File: config.mk
export PLATFORM = sky130hd
export DESIGN_NAME = dpot_i2c_slave
export DESIGN_NICKNAME = d
export VERILOG_FILES = /design/src/rtl/dpot_pkg.sv /design/src/rtl/i2c_line_sampler.sv /design/src/rtl/i2c_byte_link.sv /design/src/rtl/dpot_cmd_regs.sv /design/src/rtl/dpot_i2c_slave.sv
export SDC_FILE = /design/constraint.sdc
export NUM_CORES = 1
export LEC_CHECK = 0
export BUFFER_PORTS_ARGS = -buffer_cell sky130_fd_sc_hd__buf_2
export CORE_ASPECT_RATIO = 0.8
export CORE_MARGIN = 10
export CORE_UTILIZATION = 58
export CTS_BUF_LIST = sky130_fd_sc_hd__clkbuf_8
export DETAILED_ROUTE_END_ITERATION = 8
export PLACE_DENSITY = 0.8
export SLEW_MARGIN = 5
export SYNTH_ARGS = -nofsm -noshare
export SYNTH_HDL_FRONTEND = slang
export SYNTH_SLANG_ARGS = --single-unit
File: constraint.sdc
create_clock -name clk -period 2.6 [get_ports clk]
set_clock_uncertainty 0.15 [all_clocks]
set_input_delay 0.52 -clock clk [delete_from_list [all_inputs] [get_ports clk]]
set_output_delay 0.52 -clock clk [all_outputs]
set_load 0.03 [all_outputs]
File: src/rtl/dpot_pkg.sv
`timescale 1ns/1ps
// Shared constants for the potentiometer command slave: command codes,
// link states, tolerance pointer values and the strap address decode.
package dpot_pkg;
    localparam int BYTE_W = 8;
    localparam int CMD_W  = 3;
    localparam int PTR_W  = BYTE_W - CMD_W;

    localparam logic [CMD_W-1:0] CMD_WIPER   = 3'b000;
    localparam logic [CMD_W-1:0] CMD_NVM     = 3'b001;
    localparam logic [CMD_W-1:0] CMD_PROT    = 3'b010;
    localparam logic [CMD_W-1:0] CMD_NOP     = 3'b100;
    localparam logic [CMD_W-1:0] CMD_RESTORE = 3'b101;
    localparam logic [CMD_W-1:0] CMD_STORE   = 3'b110;

    localparam logic [PTR_W-1:0] TOL_INT_PTR  = 5'b11110;
    localparam logic [PTR_W-1:0] TOL_FRAC_PTR = 5'b11111;

    typedef enum logic [2:0] {
        LK_IDLE, LK_ADDR, LK_ADDR_ACK, LK_WR, LK_WR_ACK, LK_RD, LK_RD_ACK
    } link_state_e;

    // Strap pair to 7-bit device address.
    function automatic logic [6:0] strap_to_addr(input logic a1, input logic a0);
        return a0 ? {5'b10011, a1, 1'b0} : {5'b00110, a1, 1'b0};
    endfunction
endpackage

File: src/rtl/i2c_line_sampler.sv
`timescale 1ns/1ps
// Synchronises SCL/SDA into clk and flags edges, start and stop.
// Assumes clk is at least several times faster than SCL.
module i2c_line_sampler #(
    parameter int SYNC_STAGES = 2
) (
    input  logic clk,
    input  logic rst_n,
    input  logic scl_i,
    input  logic sda_i,
    output logic sda_s,
    output logic scl_rise,
    output logic scl_fall,
    output logic start_det,
    output logic stop_det
);
    localparam int TOP = SYNC_STAGES - 1;

    logic [TOP:0] scl_sync, sda_sync;
    logic         scl_d, sda_d, scl_s;

    // Synchroniser chains plus one delayed copy for edge detection.
    always_ff @(posedge clk) begin
        if (!rst_n) begin
            scl_sync <= '1;
            sda_sync <= '1;
            scl_d    <= 1'b1;
            sda_d    <= 1'b1;
        end else begin
            scl_sync <= {scl_sync[TOP-1:0], scl_i};
            sda_sync <= {sda_sync[TOP-1:0], sda_i};
            scl_d    <= scl_sync[TOP];
            sda_d    <= sda_sync[TOP];
        end
    end

    // Edge and bus-condition decode.
    always_comb begin
        scl_s     = scl_sync[TOP];
        sda_s     = sda_sync[TOP];
        scl_rise  = scl_s & ~scl_d;
        scl_fall  = ~scl_s & scl_d;
        start_det = scl_s & scl_d & sda_d & ~sda_s;
        stop_det  = scl_s & scl_d & ~sda_d & sda_s;
    end
endmodule

File: src/rtl/i2c_byte_link.sv
`timescale 1ns/1ps
// Byte-level I2C slave: address match, ACK on ninth clock, receive bytes,
// transmit bytes on SCL falling edges, report master ACK for the next byte.
// Assumes no clock stretching and 7-bit addressing only.
module i2c_byte_link
    import dpot_pkg::*;
(
    input  logic              clk,
    input  logic              rst_n,
    input  logic              sda_s,
    input  logic              scl_rise,
    input  logic              scl_fall,
    input  logic              start_det,
    input  logic              stop_det,
    input  logic [6:0]        dev_addr,
    input  logic [BYTE_W-1:0] tx_byte,
    output logic              sda_oe,
    output logic              rx_valid,
    output logic              rx_first,
    output logic [BYTE_W-1:0] rx_data,
    output logic              tx_next
);
    localparam logic [3:0] BITS = 4'(BYTE_W);

    link_state_e       state;
    logic [3:0]        bit_cnt;
    logic [BYTE_W-1:0] shreg;
    logic              rw_q, first_pending, acked;

    // Bus protocol state machine.
    always_ff @(posedge clk) begin
        rx_valid <= 1'b0;
        tx_next  <= 1'b0;
        if (!rst_n) begin
            state         <= LK_IDLE;
            bit_cnt       <= '0;
            shreg         <= '0;
            rw_q          <= 1'b0;
            first_pending <= 1'b0;
            acked         <= 1'b0;
            sda_oe        <= 1'b0;
            rx_first      <= 1'b0;
            rx_data       <= '0;
        end else if (start_det) begin
            state   <= LK_ADDR;
            bit_cnt <= '0;
            sda_oe  <= 1'b0;
        end else if (stop_det) begin
            state  <= LK_IDLE;
            sda_oe <= 1'b0;
        end else begin
            unique case (state)
                LK_ADDR, LK_WR: begin
                    if (scl_rise && bit_cnt < BITS) begin
                        shreg   <= {shreg[BYTE_W-2:0], sda_s};
                        bit_cnt <= bit_cnt + 4'd1;
                    end else if (scl_fall && bit_cnt == BITS) begin
                        if (state == LK_ADDR) begin
                            if (shreg[BYTE_W-1:1] == dev_addr) begin
                                rw_q          <= shreg[0];
                                first_pending <= 1'b1;
                                sda_oe        <= 1'b1;
                                state         <= LK_ADDR_ACK;
                            end else begin
                                state <= LK_IDLE;
                            end
                        end else begin
                            rx_valid      <= 1'b1;
                            rx_first      <= first_pending;
                            rx_data       <= shreg;
                            first_pending <= 1'b0;
                            sda_oe        <= 1'b1;
                            state         <= LK_WR_ACK;
                        end
                    end
                end
                LK_ADDR_ACK: begin
                    if (scl_fall) begin
                        bit_cnt <= '0;
                        if (rw_q) begin
                            shreg  <= tx_byte;
                            sda_oe <= ~tx_byte[BYTE_W-1];
                            state  <= LK_RD;
                        end else begin
                            sda_oe <= 1'b0;
                            state  <= LK_WR;
                        end
                    end
                end
                LK_WR_ACK: begin
                    if (scl_fall) begin
                        sda_oe  <= 1'b0;
                        bit_cnt <= '0;
                        state   <= LK_WR;
                    end
                end
                LK_RD: begin
                    if (scl_rise) begin
                        bit_cnt <= bit_cnt + 4'd1;
                    end else if (scl_fall) begin
                        if (bit_cnt == BITS) begin
                            sda_oe <= 1'b0;
                            state  <= LK_RD_ACK;
                        end else begin
                            shreg  <= {shreg[BYTE_W-2:0], 1'b0};
                            sda_oe <= ~shreg[BYTE_W-2];
                        end
                    end
                end
                LK_RD_ACK: begin
                    if (scl_rise) begin
                        acked   <= ~sda_s;
                        tx_next <= ~sda_s;
                    end else if (scl_fall) begin
                        if (acked) begin
                            bit_cnt <= '0;
                            shreg   <= tx_byte;
                            sda_oe  <= ~tx_byte[BYTE_W-1];
                            state   <= LK_RD;
                        end else begin
                            state <= LK_IDLE;
                        end
                    end
                end
                default: state <= LK_IDLE;
            endcase
        end
    end
endmodule

File: src/rtl/dpot_cmd_regs.sv
`timescale 1ns/1ps
// Command decoder and register set: latches command/pointer from the
// instruction byte, applies data bytes, builds the readback byte.
// Assumes rx_first marks the first byte after a write address.
module dpot_cmd_regs
    import dpot_pkg::*;
#(
    parameter logic [BYTE_W-1:0] WIPER_RESET = 8'h80
) (
    input  logic              clk,
    input  logic              rst_n,
    input  logic              rx_valid,
    input  logic              rx_first,
    input  logic [BYTE_W-1:0] rx_data,
    input  logic              tx_next,
    input  logic [BYTE_W-1:0] nv_rd_data,
    input  logic [BYTE_W-1:0] tol_int,
    input  logic [BYTE_W-1:0] tol_frac,
    output logic [BYTE_W-1:0] tx_byte,
    output logic [BYTE_W-1:0] wiper_o,
    output logic              wp_o,
    output logic              nv_wr_req,
    output logic [BYTE_W-1:0] nv_wr_data,
    output logic              store_stb,
    output logic              restore_stb,
    output logic              nop_stb
);
    logic [CMD_W-1:0] cmd_q;
    logic [PTR_W-1:0] ptr_q;
    logic             ptr_is_tol;

    assign ptr_is_tol = (ptr_q[PTR_W-1:1] == TOL_INT_PTR[PTR_W-1:1]);

    // Instruction latch, data byte actions, pointer advance.
    always_ff @(posedge clk) begin
        store_stb   <= 1'b0;
        restore_stb <= 1'b0;
        nop_stb     <= 1'b0;
        nv_wr_req   <= 1'b0;
        if (!rst_n) begin
            cmd_q      <= CMD_WIPER;
            ptr_q      <= '0;
            wiper_o    <= WIPER_RESET;
            wp_o       <= 1'b0;
            nv_wr_data <= '0;
        end else if (rx_valid && rx_first) begin
            cmd_q       <= rx_data[BYTE_W-1:PTR_W];
            ptr_q       <= rx_data[PTR_W-1:0];
            nop_stb     <= (rx_data[BYTE_W-1:PTR_W] == CMD_NOP);
            restore_stb <= (rx_data[BYTE_W-1:PTR_W] == CMD_RESTORE);
            store_stb   <= (rx_data[BYTE_W-1:PTR_W] == CMD_STORE);
        end else if (rx_valid) begin
            unique case (cmd_q)
                CMD_WIPER: if (!wp_o) wiper_o <= rx_data;
                CMD_NVM: begin
                    if (!wp_o && !ptr_is_tol) begin
                        nv_wr_req  <= 1'b1;
                        nv_wr_data <= rx_data;
                    end
                end
                CMD_PROT: wp_o <= rx_data[0];
                default: ;
            endcase
        end else if (tx_next && cmd_q == CMD_NVM && ptr_q == TOL_INT_PTR) begin
            ptr_q <= TOL_FRAC_PTR;
        end
    end

    // Readback selection from command and pointer.
    always_comb begin
        unique case (cmd_q)
            CMD_NVM: begin
                if (ptr_q == TOL_INT_PTR)       tx_byte = tol_int;
                else if (ptr_q == TOL_FRAC_PTR) tx_byte = tol_frac;
                else                            tx_byte = nv_rd_data;
            end
            CMD_PROT: tx_byte = {{(BYTE_W-1){1'b0}}, wp_o};
            default:  tx_byte = wiper_o;
        endcase
    end
endmodule

File: src/rtl/dpot_i2c_slave.sv
`timescale 1ns/1ps
// Top of the potentiometer command slave: captures the straps at reset,
// joins the bus sampler, byte link and command registers.
// Assumes SDA is open drain: sda_oe pulls low, release means high.
module dpot_i2c_slave
    import dpot_pkg::*;
#(
    parameter int                SYNC_STAGES = 2,
    parameter logic [BYTE_W-1:0] WIPER_RESET = 8'h80
) (
    input  logic              clk,
    input  logic              rst_n,
    input  logic              scl_i,
    input  logic              sda_i,
    output logic              sda_oe,
    input  logic              strap_a1,
    input  logic              strap_a0,
    input  logic [BYTE_W-1:0] nv_rd_data,
    input  logic [BYTE_W-1:0] tol_int,
    input  logic [BYTE_W-1:0] tol_frac,
    output logic [BYTE_W-1:0] wiper_o,
    output logic              wp_o,
    output logic              nv_wr_req,
    output logic [BYTE_W-1:0] nv_wr_data,
    output logic              store_stb,
    output logic              restore_stb,
    output logic              nop_stb
);
    logic [6:0]        dev_addr_q;
    logic              sda_s, scl_rise, scl_fall, start_det, stop_det;
    logic              rx_valid, rx_first, tx_next;
    logic [BYTE_W-1:0] rx_data, tx_byte;

    // Strap capture while reset is held.
    always_ff @(posedge clk) begin
        if (!rst_n) dev_addr_q <= strap_to_addr(strap_a1, strap_a0);
    end

    i2c_line_sampler #(.SYNC_STAGES(SYNC_STAGES)) i_sampler (
        .clk(clk), .rst_n(rst_n), .scl_i(scl_i), .sda_i(sda_i),
        .sda_s(sda_s), .scl_rise(scl_rise), .scl_fall(scl_fall),
        .start_det(start_det), .stop_det(stop_det)
    );

    i2c_byte_link i_link (
        .clk(clk), .rst_n(rst_n), .sda_s(sda_s), .scl_rise(scl_rise),
        .scl_fall(scl_fall), .start_det(start_det), .stop_det(stop_det),
        .dev_addr(dev_addr_q), .tx_byte(tx_byte), .sda_oe(sda_oe),
        .rx_valid(rx_valid), .rx_first(rx_first), .rx_data(rx_data),
        .tx_next(tx_next)
    );

    dpot_cmd_regs #(.WIPER_RESET(WIPER_RESET)) i_regs (
        .clk(clk), .rst_n(rst_n), .rx_valid(rx_valid), .rx_first(rx_first),
        .rx_data(rx_data), .tx_next(tx_next), .nv_rd_data(nv_rd_data),
        .tol_int(tol_int), .tol_frac(tol_frac), .tx_byte(tx_byte),
        .wiper_o(wiper_o), .wp_o(wp_o), .nv_wr_req(nv_wr_req),
        .nv_wr_data(nv_wr_data), .store_stb(store_stb),
        .restore_stb(restore_stb), .nop_stb(nop_stb)
    );
endmodule

### After elaboration in Yosys (flattened, before gate mapping)

Cells that the tools add are included.

| storage, ports and cells | value |
|---|---|
| register bits after elaboration | 72 |
| bits in latches | 0 |
| RAM bits | 0 |
| memory bits (read-only) | 0 |
| input bits | 30 |
| output and inout port bits | 22 |
| word-level logic and storage cells | 188 |
| memories | 0 |

| operators by class | value |
|---|---|
| add/sub/neg operators | 1 |
| $mul | 0 |
| divide/modulo/power cells | 0 |
| magnitude comparators | 1 |
| equality and inequality tests | 43 |
| shifts and indexed selects | 0 |
| muxes and demuxes | 57 |
| bitwise gates (word level) | 26 |
| reductions and logical operators | 34 |

Operators by type and width:

| cell | number |
|---|---|
| two-way mux 8 bit | 11 |
| two-way mux 3 bit | 12 |
| case mux 8 bit (4 select lines) | 1 |
| two-way mux 4 bit | 6 |
| inequality test 2 x 1 -> 1 bit, second input constant | 12 |
| inequality test 4 x 1 -> 1 bit, second input constant | 6 |
| inverter 1 bit | 19 |
| equality test 3 bit, second input constant | 6 |
| two-way mux 1 bit | 18 |
| AND reduction 9 bit | 2 |
| case mux 4 bit (4 select lines) | 1 |
| case mux 8 bit (2 select lines) | 1 |
| two-way mux 5 bit | 3 |
| case mux 3 bit (5 select lines) | 1 |
| AND reduction 12 bit | 1 |
| AND reduction 4 bit | 3 |
| AND reduction 6 bit | 2 |
| AND reduction 11 bit | 1 |
| equality test 5 bit, second input constant | 2 |
| inequality test 2 bit, second input constant | 5 |
| equality test 3 x 2 -> 1 bit, second input constant | 3 |
| equality test 4 bit, second input constant | 2 |
| inequality test 4 bit, second input constant | 2 |
| AND reduction 8 bit | 1 |
| 24 further kinds | 41 |

### Depth between registers and ports, before layout

| depth | value |
|---|---|
| depth in word-level cells | 9 |
| mapped depth | 8 |
| depth with buffers taken out | 8 |

### By module

From an unflattened synthesis, not the netlist that was laid out.

| second synthesis, totals | value |
|---|---|
| cells, all modules | 394 |
| area, all modules | 3604.7 µm² |

By module, submodules not included:

| module | instances | cells each | area an instance (µm²) | sequential area each (µm²) |
|---|---|---|---|---|
| i2c_byte_link | 1 | 195 | 1800.5 | 600.6 |
| dpot_cmd_regs | 1 | 176 | 1508.9 | 580.6 |
| i2c_line_sampler | 1 | 16 | 190.2 | 120.1 |
| dpot_i2c_slave | 1 | 7 | 105.1 | 90.1 |

### Worst setup path before layout

No wires, ideal clock.

| path | value |
|---|---|
| path kind | flip-flop to flip-flop |
| from | reg dev_addr_q[2] |
| to | reg i_link.sda_oe |
| setup time | 115 ps |
| arrival time | 1712 ps |
| required time | 2335 ps |
| path slack | 623 ps |
| cell stages (with the launch flop) | 7 |
| path buffers | 0 |
| clock period less this slack | 1977 ps |
| path through | edfxtp_1 or3_4 a2111oi_4 nand4_1 a211oi_2 mux2i_1 nor2_1 |

| between the ends | value |
|---|---|
| cells in the longest elaborated chain, start to end | 3 |

Ends and longest elaborated chain:

| what | line | text |
|---|---|---|
| from (decl) | dpot_i2c_slave.sv:29 | `logic [6:0] dev_addr_q;` |
| from (signal assigned) | dpot_i2c_slave.sv:36 | `if (!rst_n) dev_addr_q <= strap_to_addr(strap_a1, strap_a0);` |
| equality test 7 bit | i2c_byte_link.sv:59 | `if (shreg[BYTE_W-1:1] == dev_addr) begin` |
| inequality test 3 bit (no source line) | - |  |
| AND reduction 11 bit (no source line) | - |  |
| to (signal assigned) | i2c_byte_link.sv:82 | `sda_oe <= ~tx_byte[BYTE_W-1];` |
| to (signal assigned) | i2c_byte_link.sv:106 | `sda_oe <= ~shreg[BYTE_W-2];` |
| to (signal assigned) | i2c_byte_link.sv:118 | `sda_oe <= ~tx_byte[BYTE_W-1];` |
| to (decl) | i2c_byte_link.sv:17 | `output logic sda_oe,` |

No other way between the ends.
A chain may end at the register's enable or synchronous reset.

### Worst setup path after layout

| path | value |
|---|---|
| from | reg i_link.state[2] |
| to | reg i_link.shreg[2] |

| between the ends | value |
|---|---|
| cells in the longest elaborated chain, start to end | 4 |
| elaborated cells between the ends (all ways) | 18 |
| those cells by class | eq/ne (14); mux (1); reduce/logical (3) |

Ends and longest elaborated chain:

| what | line | text |
|---|---|---|
| from (decl) | i2c_byte_link.sv:25 | `link_state_e state;` |
| from (signal assigned) | i2c_byte_link.sv:35 | `state <= LK_IDLE;` |
| from (signal assigned) | i2c_byte_link.sv:45 | `state <= LK_ADDR;` |
| from (signal assigned) | i2c_byte_link.sv:49 | `state <= LK_IDLE;` |
| equality test 3 x 2 -> 1 bit / equality test 3 x 1 -> 1 bit (equally long branches) | i2c_byte_link.sv:52 | `unique case (state)` |
| OR reduction 2 bit | i2c_byte_link.sv:52 |  |
| inequality test 2 x 1 -> 1 bit (no source line) / nonzero test 4 bit (equally long branches) | - |  |
| AND reduction 12 bit (no source line) | - |  |
| to (signal assigned) | i2c_byte_link.sv:55 | `shreg <= {shreg[BYTE_W-2:0], sda_s};` |
| to (signal assigned) | i2c_byte_link.sv:81 | `shreg <= tx_byte;` |
| to (signal assigned) | i2c_byte_link.sv:105 | `shreg <= {shreg[BYTE_W-2:0], 1'b0};` |
| to (decl) | i2c_byte_link.sv:27 | `logic [BYTE_W-1:0] shreg;` |

Parallel ways exist; a longest one is shown, timed or not.

==> results by group <==
Floorplanning
  • Die height: 87.1 µm
  • Die X: 104 µm
  • Full die area: 0.00905 mm²
  • # IOs: 52
  • Initial core utilization: 59.8%
  • # rows: 24
  • Core Region: 0.00547 mm²

Route
  • Vias per inst: 5.79
  • Final WL: 8400 µm
  • Drt first pass iters: 6
  • DRT iter0 DRCs: 234
  • DRC: 0
  • Via count: 3040
  • Final ANT Viol Nets: 0
  • WL per Instance: 16.0 µm

Job
  • Max-Cap Viols: 0

CTS
  • Num CTS Buffers: 9
  • Clock Latency Late Sink: 0.35 ns
  • Setup bufs post-CTS: 0
  • CTS tree: done
  • # H-tree levels: 3
  • Post-CTS sizing: 0
  • Hold_buf cts: 0
  • CTS sink count: 68
  • Clk root buf: clkbuf_8
  • Worst-case clock buffer depth: 2
  • Clock Pin Slew Worst Setup and Hold Paths: 0.08 ns

Place
  • Global placement routability congestion: 0.900
  • Port bufs: 51
  • HPWL Detailed: 6110 µm

Worst setup path
  • Max stage delay cell, worst path: dfxtp_1
  • Critical Path Sink Type: flip-flop
  • R2R Setup Slk: 0.37 ns
  • CP required: 2.73 ns
  • Kind of critical path: reg -> reg
  • Setup crit start kind: flip-flop
  • Largest stage delay on the critical path: 0.65 ns
  • Buf+Inv Stages, Crit Path: 0
  • Crit-path cells: nor2_1, o31ai_1, o211ai_1, a21oi_2, o211ai_1, a21oi_1
  • Cell family with the largest share of critical-path delay: compound AO/OA/AOI/OAI gates
  • CP most frequent cell: o211ai_1
  • Crit Path Max Fanout: 16
  • Crit path DAT: 2.35 ns

Yosys
  • Mean Syn Cell Area: 8.29 µm²
  • Synthesized flop and latch total: 68
  • Netlist cell types: 51
  • Area contributors post-synth: dfxtp_1, mux2i_1, a21oi_1, nand2_1, nor2_1
  • Yosys top cell area share: 39.8%
  • Post-Syn Instances: 394
  • Yosys Warn Count: 0
  • Cell Area, Synth: 0.00327 mm²
  • Sequential-to-total area share from yosys stat: 42.6%
  • Synth area leader: dfxtp_1
  • Syn Nets: 426
  • Ys async rst share: 0%
  • Most common flop cell mapped by yosys: dfxtp_1
  • Number of synthesized flops with an enable pin: 3

Power and ir drop
  • Peak supply drop: 0.478 mV
  • Pwr/cell area: 625 mW/mm²
  • P_leak: 0.00158 µW

GRT
  • First-pass GRT wire length: 13900 µm
  • Met3 Use GR: 5.47%
  • Gr usage total: 18.6%
  • Initial antenna violation count: 0
  • Vias in the first global route: 2792
  • Grt met2 use: 26.8%
  • Pin count of the biggest net entering global routing: 37
  • M1 GR Usage: 25.9%
  • GRT overflow: 0
  • Top Usage Layer GRT: met2

Outcome
  • Status: complete, no violations

Finish
  • P&R area growth vs syn: 15.9%
  • Share of cells above drive strength 1: 20.1%
  • Diode count: 0
  • Final nets: 474
  • Final core utilization: 69.3%
  • Number of fill cells: 480

Timing
  • Minimum clock period after layout: 2.23 ns
  • FMAX: 449 MHz
  • Worst-Margin Slew: 0.605 ns
  • Setup Total Neg Slack: 0 ns
  • Unrepaired setup endpoints after global routing: no
  • Max-slew violation count: 0
  • Final hold vios: 0
  • Final setup violation count: 0
  • Final Cycle Share: 85.7%
  • Rel. slew slack: 59.6%

Hold path
  • Hold Crit Class: in -> reg
cells in the mapped netlist (3+ instances only):
| master | count |
|---|---|
| a211oi_1 | 3 |
| a21oi_1 | 48 |
| buf_2 | 6 |
| buf_4 | 3 |
| clkbuf_1 | 12 |
| dfxtp_1 | 65 |
| edfxtp_1 | 3 |
| inv_1 | 11 |
| mux2i_1 | 28 |
| nand2_1 | 60 |
| nand2b_1 | 9 |
| nand3_1 | 9 |
| nand4_1 | 3 |
| nor2_1 | 48 |
| nor2b_1 | 4 |
| nor3_1 | 7 |
| o211ai_1 | 9 |
| o21ai_0 | 15 |
| o22ai_1 | 4 |
| o31ai_1 | 3 |
| xor2_1 | 4 |
where the power goes:
part / switching (µW) / internal (µW) / total, µW
registers: 48.4 / 1070 / 1120
clock network: 449 / 459 / 908
logic: 198 / 139 / 337
total: 695 / 1670 / 2370
placed cells by master, fill, tap and decap left out, types with 9 or more instances in the layout:
master / count
dfxtp_1: 65
mux2i_1: 28
inv_1: 11
nand3_1: 9
a21oi_1: 48
o211ai_1: 9
nor2_1: 48
nand2b_1: 9
clkbuf_8: 9
o21ai_0: 15
buf_2: 51
nand2_1: 60
through the flow:
stage / hold WS (ns) / area, µm² / cells / total power, µW / setup WS (ns)
4_1_cts: 0.194 / 3790 / 525 / 2370 / 0.393
6_report: 0.204 / 3790 / 525 / 2370 / 0.371
3_5_place_dp: 0.245 / 3580 / 509 / 1470 / 0.421
5_1_grt: 0.190 / 3790 / 525 / 2460 / 0.186
3_3_place_gp: 0.239 / 3580 / 509 / 1460 / 0.484
2_1_floorplan: 0.236 / 3270 / 394 / 1390 / 0.623
flip-flops by register name, indices dropped and copies added (netlist names), 2 cells and up:
signal              cells
i_link.bit_cnt          4
i_link.rx_data          8
i_sampler.scl_sync      2
i_regs.cmd_q            3
dev_addr_q              3
i_sampler.sda_sync      2
i_regs.wiper_o          8
i_regs.nv_wr_data       8
i_regs.ptr_q            5
i_link.state            3
i_link.shreg            8
area by class of cell:
| cell class | count | area (µm²) | share of cell area (%) |
|---|---|---|---|
| timing repair buffer | 59 | 315 | 8.33 |
| inverter | 12 | 45.0 | 1.19 |
| sequential | 68 | 1390 | 36.7 |
| clock buffer | 9 | 124 | 3.27 |
| multi-input combinational | 292 | 1730 | 45.7 |
| clock inverter | 7 | 83.8 | 2.21 |
| tap | 78 | 97.6 | 2.58 |
layer usage:
| layer | vias up | part of all wire (%) |
|---|---|---|
| met4 | 0 | 1.5 |
| met5 | - | 0 |
| met1 | 1420 | 49 |
| li1 | 1465 | - |
| met2 | 142 | 42 |
| met3 | 13 | 8.1 |
path summary, 6_finish.rpt:
check / from / to / cells after the start
setup reg to reg: i_link.state[2] / i_link.shreg[2] / 6
setup / recovery: i_link.state[2] / i_link.shreg[2] / 6
hold / removal: strap_a1 / dev_addr_q[1] / 1
hold reg to reg: i_sampler.sda_sync[0] / i_sampler.sda_sync[1] / 1
cells by family after synthesis:
logic type | synth area share, %
flops | 42.6
simple gates | 21.6
mux | 9.61
xor+xnor | 1.07
compound gates | 19.9
buf+inv | 4.48
fa+ha+maj | 0.766
Note: power is estimated with default switching activity, not from simulation.
